--- config.mk ---
export PLATFORM = sky130hd
export DESIGN_NAME = alarm_page_commit
export DESIGN_NICKNAME = d
export VERILOG_FILES = /design/src/rtl/alarm_page_pkg.sv /design/src/rtl/alarm_page_ctrl.sv /design/src/rtl/alarm_page_dp.sv /design/src/rtl/alarm_page_commit.sv
export SDC_FILE = /design/constraint.sdc
export NUM_CORES = 1
export LEC_CHECK = 0
export BUFFER_PORTS_ARGS = -buffer_cell sky130_fd_sc_hd__buf_4
export CORE_MARGIN = 8
export CORE_UTILIZATION = 45
export CTS_BUF_LIST = sky130_fd_sc_hd__clkbuf_4
export DETAILED_ROUTE_END_ITERATION = 6
export PLACE_DENSITY = 0.58
export SLEW_MARGIN = 15
export SYNTH_ARGS = -nofsm -noshare
export SYNTH_HDL_FRONTEND = slang
export SYNTH_HIERARCHICAL = 1
export SYNTH_SLANG_ARGS = --single-unit
export TNS_END_PERCENT = 1
--- constraint.sdc ---
create_clock -name clk -period 2.99 [get_ports clk]
set_clock_uncertainty 0.1 [all_clocks]
set_input_delay 0.598 -clock clk [delete_from_list [all_inputs] [get_ports clk]]
set_output_delay 0.598 -clock clk [all_outputs]
set_load 0.05 [all_outputs]
--- src/rtl/alarm_page_pkg.sv ---
package alarm_page_pkg;
  // page geometry
  localparam int PAGE_AW  = 4;
  localparam int PAGE_DW  = 8;
  localparam int PAGE_DEPTH = 1 << PAGE_AW;
  // each alarm spans 2**ALARM_AW bytes; offsets up to TRIG_MAX start a store
  localparam int ALARM_AW = 3;
  localparam logic [ALARM_AW-1:0] TRIG_MAX = ALARM_AW'(4);

  typedef logic [PAGE_AW-1:0] pageAddr_t;
  typedef logic [PAGE_DW-1:0] pageByte_t;

  // strobes from control to datapath
  typedef struct packed {
    logic      load;    // write one byte into the working copy
    pageAddr_t addr;    // working copy address for load
    logic      commit;  // copy working page into stored page
  } pageStrobe_t;

  function automatic logic endsStore(input pageAddr_t lastAddr);
    return lastAddr[ALARM_AW-1:0] <= TRIG_MAX;
  endfunction
endpackage

--- src/rtl/alarm_page_ctrl.sv ---
module alarm_page_ctrl
  import alarm_page_pkg::*;
#(
  parameter int BUSY_CYCLES = 32
) (
  input  logic        clk,
  input  logic        rstN,
  input  logic        burstStart,
  input  pageAddr_t   startAddr,
  input  logic        wrValid,
  input  logic        burstStop,
  output pageStrobe_t strobe,
  output logic        nvCommit,
  output logic        nvBusy,
  output logic        wrError
);
  localparam int CNT_W = $clog2(BUSY_CYCLES + 1);
  localparam logic [CNT_W-1:0] BUSY_LOAD = CNT_W'(BUSY_CYCLES);
  localparam logic [CNT_W-1:0] CNT_ONE   = CNT_W'(1);
  localparam pageAddr_t ADDR_ONE = PAGE_AW'(1);

  logic             inBurst;
  logic             wroteAny;
  pageAddr_t        curAddr;
  pageAddr_t        lastAddr;
  logic [CNT_W-1:0] busyCnt;
  logic             commitQ;
  logic             errQ;

  logic acceptStart;
  logic acceptByte;
  logic closeBurst;
  logic commitNow;
  logic busyHit;

  assign nvBusy = (busyCnt != '0);

  always_comb begin
    acceptStart = burstStart && !nvBusy;
    acceptByte  = wrValid && inBurst && !burstStart && !burstStop && !nvBusy;
    closeBurst  = burstStop && inBurst && !burstStart && !nvBusy;
    commitNow   = closeBurst && wroteAny && endsStore(lastAddr);
    busyHit     = nvBusy && (wrValid || burstStart);
    strobe.load   = acceptByte;
    strobe.addr   = curAddr;
    strobe.commit = commitNow;
  end

  // burst tracking
  always_ff @(posedge clk or negedge rstN) begin
    if (!rstN) begin
      inBurst  <= 1'b0;
      wroteAny <= 1'b0;
      curAddr  <= '0;
      lastAddr <= '0;
    end else if (acceptStart) begin
      inBurst  <= 1'b1;
      wroteAny <= 1'b0;
      curAddr  <= startAddr;
    end else if (acceptByte) begin
      wroteAny <= 1'b1;
      lastAddr <= curAddr;
      curAddr  <= curAddr + ADDR_ONE;
    end else if (closeBurst) begin
      inBurst  <= 1'b0;
    end
  end

  // store timing and flags
  always_ff @(posedge clk or negedge rstN) begin
    if (!rstN) begin
      busyCnt <= '0;
      commitQ <= 1'b0;
      errQ    <= 1'b0;
    end else begin
      commitQ <= commitNow;
      errQ    <= busyHit;
      if (commitNow)
        busyCnt <= BUSY_LOAD;
      else if (nvBusy)
        busyCnt <= busyCnt - CNT_ONE;
    end
  end

  assign nvCommit = commitQ;
  assign wrError  = errQ;
endmodule

--- src/rtl/alarm_page_dp.sv ---
module alarm_page_dp
  import alarm_page_pkg::*;
(
  input  logic        clk,
  input  logic        rstN,
  input  pageStrobe_t strobe,
  input  pageByte_t   wrData,
  input  pageAddr_t   rdAddr,
  output pageByte_t   rdData,
  input  pageAddr_t   nvAddr,
  output pageByte_t   nvData
);
  pageByte_t workPage [PAGE_DEPTH];
  pageByte_t storePage[PAGE_DEPTH];

  for (genvar g = 0; g < PAGE_DEPTH; g++) begin : g_byte
    always_ff @(posedge clk or negedge rstN) begin
      if (!rstN)
        workPage[g] <= '0;
      else if (strobe.load && strobe.addr == PAGE_AW'(g))
        workPage[g] <= wrData;
    end

    always_ff @(posedge clk or negedge rstN) begin
      if (!rstN)
        storePage[g] <= '0;
      else if (strobe.commit)
        storePage[g] <= workPage[g];
    end
  end

  assign rdData = workPage[rdAddr];
  assign nvData = storePage[nvAddr];
endmodule

--- src/rtl/alarm_page_commit.sv ---
module alarm_page_commit
  import alarm_page_pkg::*;
#(
  parameter int BUSY_CYCLES = 32
) (
  input  logic                clk,
  input  logic                rstN,
  input  logic                burstStart,
  input  logic [PAGE_AW-1:0]  startAddr,
  input  logic                wrValid,
  input  logic [PAGE_DW-1:0]  wrData,
  input  logic                burstStop,
  input  logic [PAGE_AW-1:0]  rdAddr,
  output logic [PAGE_DW-1:0]  rdData,
  input  logic [PAGE_AW-1:0]  nvAddr,
  output logic [PAGE_DW-1:0]  nvData,
  output logic                nvCommit,
  output logic                nvBusy,
  output logic                wrError
);
  pageStrobe_t strobe;

  alarm_page_ctrl #(.BUSY_CYCLES(BUSY_CYCLES)) u_ctrl (
    .clk        (clk),
    .rstN       (rstN),
    .burstStart (burstStart),
    .startAddr  (startAddr),
    .wrValid    (wrValid),
    .burstStop  (burstStop),
    .strobe     (strobe),
    .nvCommit   (nvCommit),
    .nvBusy     (nvBusy),
    .wrError    (wrError)
  );

  alarm_page_dp u_dp (
    .clk    (clk),
    .rstN   (rstN),
    .strobe (strobe),
    .wrData (wrData),
    .rdAddr (rdAddr),
    .rdData (rdData),
    .nvAddr (nvAddr),
    .nvData (nvData)
  );
endmodule

### Word level (Yosys, flattened, before mapping)

Cells that the tools add are included.

| storage, ports and cells | value |
|---|---|
| flip-flop bits (word level) | 273 |
| input port bits | 25 |
| output and inout port bits | 19 |
| word-level logic and storage cells | 116 |

| operators by class | value |
|---|---|
| add/subtract/negate cells | 2 |
| order comparisons | 3 |
| equality and inequality tests | 16 |
| muxes and demuxes | 15 |
| bitwise gates (word level) | 3 |
| reduce and logical (&&, ||, !) cells | 38 |

Operators with widths:

| kind | count |
|---|---|
| $bmux W8 S4 | 2 |
| $eq A4 B4 Y1 const B | 8 |
| $mux W8 | 4 |
| $logic_and A1 B1 Y1 | 27 |
| $eq A4 B3 Y1 const B | 4 |
| $mux W6 | 2 |
| $ge A5 B5 Y1 const B | 2 |
| $not A4 Y5 | 2 |
| $eq A4 B2 Y1 const B | 2 |
| $mux W4 | 2 |
| $reduce_bool A2 Y1 | 3 |
| $reduce_bool A6 Y1 | 1 |
| $sub A6 B1 Y6 const B | 1 |
| $mux W1 | 5 |
| $add A4 B1 Y4 const B | 1 |
| $eq A4 B1 Y1 const B | 1 |
| $logic_not A4 Y1 | 1 |
| $reduce_and A2 Y1 | 2 |
| $le A3 B3 Y1 const B | 1 |
| $logic_not A1 Y1 | 3 |
| $ne A2 B1 Y1 const B | 1 |
| $logic_or A1 B1 Y1 | 1 |
| $not A1 Y1 | 1 |

### Longest topological paths before layout

| logic depth | value |
|---|---|
| word-level depth | 6 |
| mapped depth | 10 |
| depth with buffers taken out | 8 |

### Cells and area by module

Netlist, hierarchy kept.

By module, submodules not included:

| module | times used | cells an instance | area each (um^2) | sequential area each (um^2) |
|---|---|---|---|---|
| alarm_page_dp | 1 | 704 | 11436.0 | 6406.1 |
| alarm_page_ctrl | 1 | 88 | 863.3 | 425.4 |

### Worst setup path before layout

Ideal clock, no wire load.

| timing | value |
|---|---|
| path type | input -> output |
| start | input port rdAddr[0] |
| end | output port rdData[1] |
| arrival time | 2.044 ns |
| required time | 2.292 ns |
| setup slack | 0.248 ns |
| cell stages on the path | 5 |
| buffers on the path | 2 |
| cells stage by stage | buf_2 > buf_2 > mux4_2 > a22oi_1 > nand2_1 |

| on the way | value |
|---|---|
| longest elaborated chain between the ends | 4 |

Ends and longest elaborated chain:

| item | line | text |
|---|---|---|
| start: declaration | alarm_page_commit.sv:13 | `input logic [PAGE_AW-1:0] rdAddr,` |
| $not A4 Y5 (not written as such) | alarm_page_dp.sv:32 | `assign rdData = workPage[rdAddr];` |
| $bmux W8 S4 | alarm_page_dp.sv:32 |  |
| $mux W8 (not written as such) (2 in a row) | alarm_page_dp.sv:32 |  |
| end: declaration | alarm_page_commit.sv:14 | `output logic [PAGE_DW-1:0] rdData,` |

No other way between the ends. The select of a mux whose other input is x is not followed.

### Worst setup path after layout

| timing | value |
|---|---|
| start | register u_ctrl.busyCnt[0] |
| end | output port nvBusy |

| on the way | value |
|---|---|
| longest elaborated chain between the ends | 1 |

Ends and longest elaborated chain:

| item | line | text |
|---|---|---|
| start: declaration | alarm_page_ctrl.sv:26 | `logic [CNT_W-1:0] busyCnt;` |
| start signal: assignment | alarm_page_ctrl.sv:81 | `busyCnt <= busyCnt - CNT_ONE;` |
| $reduce_bool A6 Y1 | alarm_page_ctrl.sv:36 | `assign nvBusy = (busyCnt != '0);` |
| end: declaration | alarm_page_commit.sv:18 | `output logic nvBusy,` |

No other way between the ends.

==> impl_results.rst <==
.. list-table::
   :header-rows: 1

   * - Metric
     - Value
   * - Post-synth cell types
     - 44
   * - Clock Latency Late Sink
     - roughly 670 ps
   * - Initial core utilization
     - a little under half
   * - RSZ-0062 raised after global routing
     - false
   * - CTS Sinks
     - 273
   * - Die footprint
     - approximately 33000 µm²
   * - CTS tree
     - yes
   * - Longest Clk Path Bufs
     - 3
   * - Proportion of layout cells with a drive suffix above 1
     - between 50 and 60%
   * - Most frequently used flop master after synthesis
     - sky130_fd_sc_hd__dfrtp_1
   * - Most frequent standard cell in the layout excluding fill and tap cells
     - sky130_fd_sc_hd__dfrtp_1
   * - Register bit count reported by yosys
     - roughly 270
   * - Number of global-route vias before repair
     - 8275
   * - Placed instance area
     - ~13000 µm²
   * - Aggregate global routing overflow
     - 0
   * - Worst Setup End Kind
     - output pin
   * - Net count, final
     - between 900 and 1000
   * - Placed wire-length estimate after detailed placement
     - between 20000 and 25000 µm
   * - Clock transition at the registers of the reported paths
     - around 70 ps
   * - Number of enable-type register cells in the synthesized netlist
     - 0
   * - Post-synthesis cell area
     - roughly 12000 µm²
   * - Cell type of the slowest stage on the worst timing path
     - sky130_fd_sc_hd__dfrtp_1
   * - Total power per unit cell area
     - approximately 560 nW/µm²
   * - Slowest cell delay on critical path
     - roughly 430 ps
   * - Syn_area_per_cell
     - between 15 and 20 µm²
   * - Async set-or-reset flop fraction in the synthesized netlist
     - 100%
   * - Critical path buffer and inverter count
     - 3
   * - Portion of the post-synthesis area used by sequential elements
     - between 50% and 60%
   * - Total negative slack
     - 0 ps
   * - Status
     - complete, no violations
   * - Row Count
     - 60
   * - Final Hold Violating Endpoints
     - 0
   * - # DRC
     - 0
   * - Final routed wirelength across all metal layers
     - about 31000 µm
   * - Worst Path Max Fanout
     - 12
   * - Chip Height
     - 181 µm
   * - Number of pins exceeding their max-slew limit in the final report
     - 0
   * - Number of warning messages in the yosys log
     - 6
   * - Required arrival time at the worst endpoint
     - approximately 2300 ps
   * - Maximum number of pins on one net before global-route repair
     - 83
   * - Cell at the root of the clock tree
     - sky130_fd_sc_hd__clkbuf_4
   * - Input/output buffers
     - 43
   * - MaxCap Viol Count
     - 0
   * - Min-Delay Path Class
     - input pin to register
   * - Crit path cell chain
     - inv_1 > ha_2 > nor2b_4 > and2_4 > inv_2 > buf_4
   * - Critical setup path kind
     - register to output pin
   * - Relative max-transition margin
     - a little over half
   * - Starting DRC count in detailed routing
     - 357
   * - Core area
     - around 27000 µm²
   * - Routed WL per cell
     - 23.9 µm
   * - Total power after layout
     - about 8.1 mW
   * - Critical path startpoint category
     - register
   * - CP top delay family
     - simple AND/OR/NAND/NOR gates
   * - Highest achievable clock rate
     - between 0.3 and 0.4 GHz
   * - Least-Margin Pin Slew
     - between 600 and 700 ps
   * - CTS H-Tree Depth
     - 3
   * - Count of pins on the block boundary
     - 44
   * - Leakage power summed over all cells
     - 7.07 nW
   * - Global Route Usage Sum
     - 19.7%
   * - Final period demand of the worst path
     - 2840 ps
   * - Antenna violation net count after detailed routing
     - 0
   * - Number of iterations in the first detailed-routing pass
     - 5
   * - Initial antenna violation count
     - 1
   * - Wire length of the first global-routing pass
     - 49700 µm
   * - Endpoint arrival time on the critical path
     - between 2000 and 2500 ps
   * - Number of buffers created by CTS
     - 75
   * - Vias per inst
     - 5.79
   * - Total nets after synthesis
     - ~800
   * - VDD IR-drop max
     - approximately 340 µV
   * - Period utilization
     - about 95%
   * - Vias after detailed routing
     - roughly 7600
   * - Layout Cell Area excl Fill
     - 14400 µm²
   * - Post-synthesis instance total
     - roughly 790
   * - Syn-to-layout area delta
     - 17.1%
   * - Chip Width
     - approximately 180 µm
   * - Most frequent cells in the layout
     - sky130_fd_sc_hd__dfrtp_1 (273), sky130_fd_sc_hd__mux2_2 (221), sky130_fd_sc_hd__clkbuf_4 (114), sky130_fd_sc_hd__buf_4 (83), sky130_fd_sc_hd__mux4_2 (64)
   * - Routability congestion estimate
     - about 0.8
   * - Total of endpoints with negative setup slack in the final report
     - 0
-- power breakdown --
group          switching [mW]  leakage, nW  internal (mW)
Combinational           0.434         2.73          0.330
Clock                    1.50        0.565           1.81
Sequential              0.188         3.77           3.86
Total                    2.12         7.07           6.01
-- worst paths after layout --
path	depth (start not counted)	start	end	slack, ps
min reg2reg	2	u_ctrl/lastAddr[2]	u_ctrl/lastAddr[2]	390
min in group asynchronous	2	rstN	u_dp/storePage[122]	410
max in group asynchronous	3	rstN	u_dp/storePage[74]	1550
max reg2reg	8	u_ctrl/busyCnt[0]	u_dp/workPage[88]	220
max	6	u_ctrl/busyCnt[0]	nvBusy	150
min	3	startAddr[0]	u_ctrl/curAddr[0]	80
-- registers in the layout, indices dropped and copies added, names as in the netlist --
name,cells
u_ctrl/wrError,1
u_dp/workPage,128
u_ctrl/inBurst,1
u_dp/storePage,128
u_ctrl/busyCnt,6
u_ctrl/curAddr,4
u_ctrl/nvCommit,1
u_ctrl/wroteAny,1
u_ctrl/lastAddr,3
-- through the flow --
stage / hold slack [ps] / utilization (%) / setup slack (ps) / cells
floorplan: 202 / - / 248 / 792
global placement: 362 / 50.0 / 130 / 1180
detailed placement: 380 / 50.0 / 114 / 1180
CTS: 24.6 / 53.6 / 41.5 / 1310
global route: 57.7 / 53.6 / 20.8 / 1312
finish: 84.4 / 53.6 / 148 / 1312
-- worst reg2reg max path, cell delays in order (launching register included) --
cell	delay, ps
sky130_fd_sc_hd__dfrtp_1	430
sky130_fd_sc_hd__inv_1	80
sky130_fd_sc_hd__ha_2	220
sky130_fd_sc_hd__nor2b_4	200
sky130_fd_sc_hd__nand3_2	170
sky130_fd_sc_hd__clkinv_1	150
sky130_fd_sc_hd__nand3b_1	200
sky130_fd_sc_hd__or3_1	630
sky130_fd_sc_hd__mux2_1	420
-- final cells by class --
class                      count  area, µm²
clock inverter                14       83.8
inverter                       8       30.0
antenna                        2       5.00
tap                          341        427
fill                        2234      12500
sequential                   273       6830
clock buffer                 114        856
multi-input combinational    459       5210
timing repair buffer         101        958
-- synthesized netlist by cell type, drive strengths merged (2+ instances only) --
master | n | area (µm²)
dfrtp | 273 | 6830
nand2 | 24 | 90.1
a22oi | 33 | 248
o21ai | 13 | 65.1
nor2 | 19 | 93.8
and2 | 4 | 27.5
mux2 | 258 | 2910
clkbuf | 20 | 75.1
nand3 | 9 | 50.1
ha | 2 | 25.0
mux4 | 64 | 1440
nor3 | 3 | 26.3
or3 | 3 | 18.8
nand2b | 2 | 12.5
nor2b | 7 | 46.3
inv | 7 | 26.3
buf | 32 | 164
nand3b | 4 | 30.0
-- routing by layer --
layer  vias up  track usage [%]  wire length [µm]
met5         -                0                 0
met4         0             8.36               927
met3        61             3.77              1360
met2       207             31.0             15000
met1      4063             26.4             14100
li1       3268                -                 -
-- repair_timing --
item / in CTS / in global routing
hold endpoints to repair: 77 / 0
hold buffers: 2 / 0
resized for setup: 1 / 1
setup buffers: 0 / 0
setup endpoints to repair: 1 / 1
-- kinds of logic (layout without fill, tap and decap cells) --
logic type,Yosys count,in the layout,synth area share [%]
AND/OR/NAND/NOR,79,79,3.56
adder cells (fa/ha/maj),2,2,0.203
buffers and inverters,60,237,2.19
multiplexers,322,322,35.3
other,0,2,0
AO/OA/AOI/OAI,56,56,3.16
flip-flops,273,273,55.5
Power figures use the tool's default switching activity.
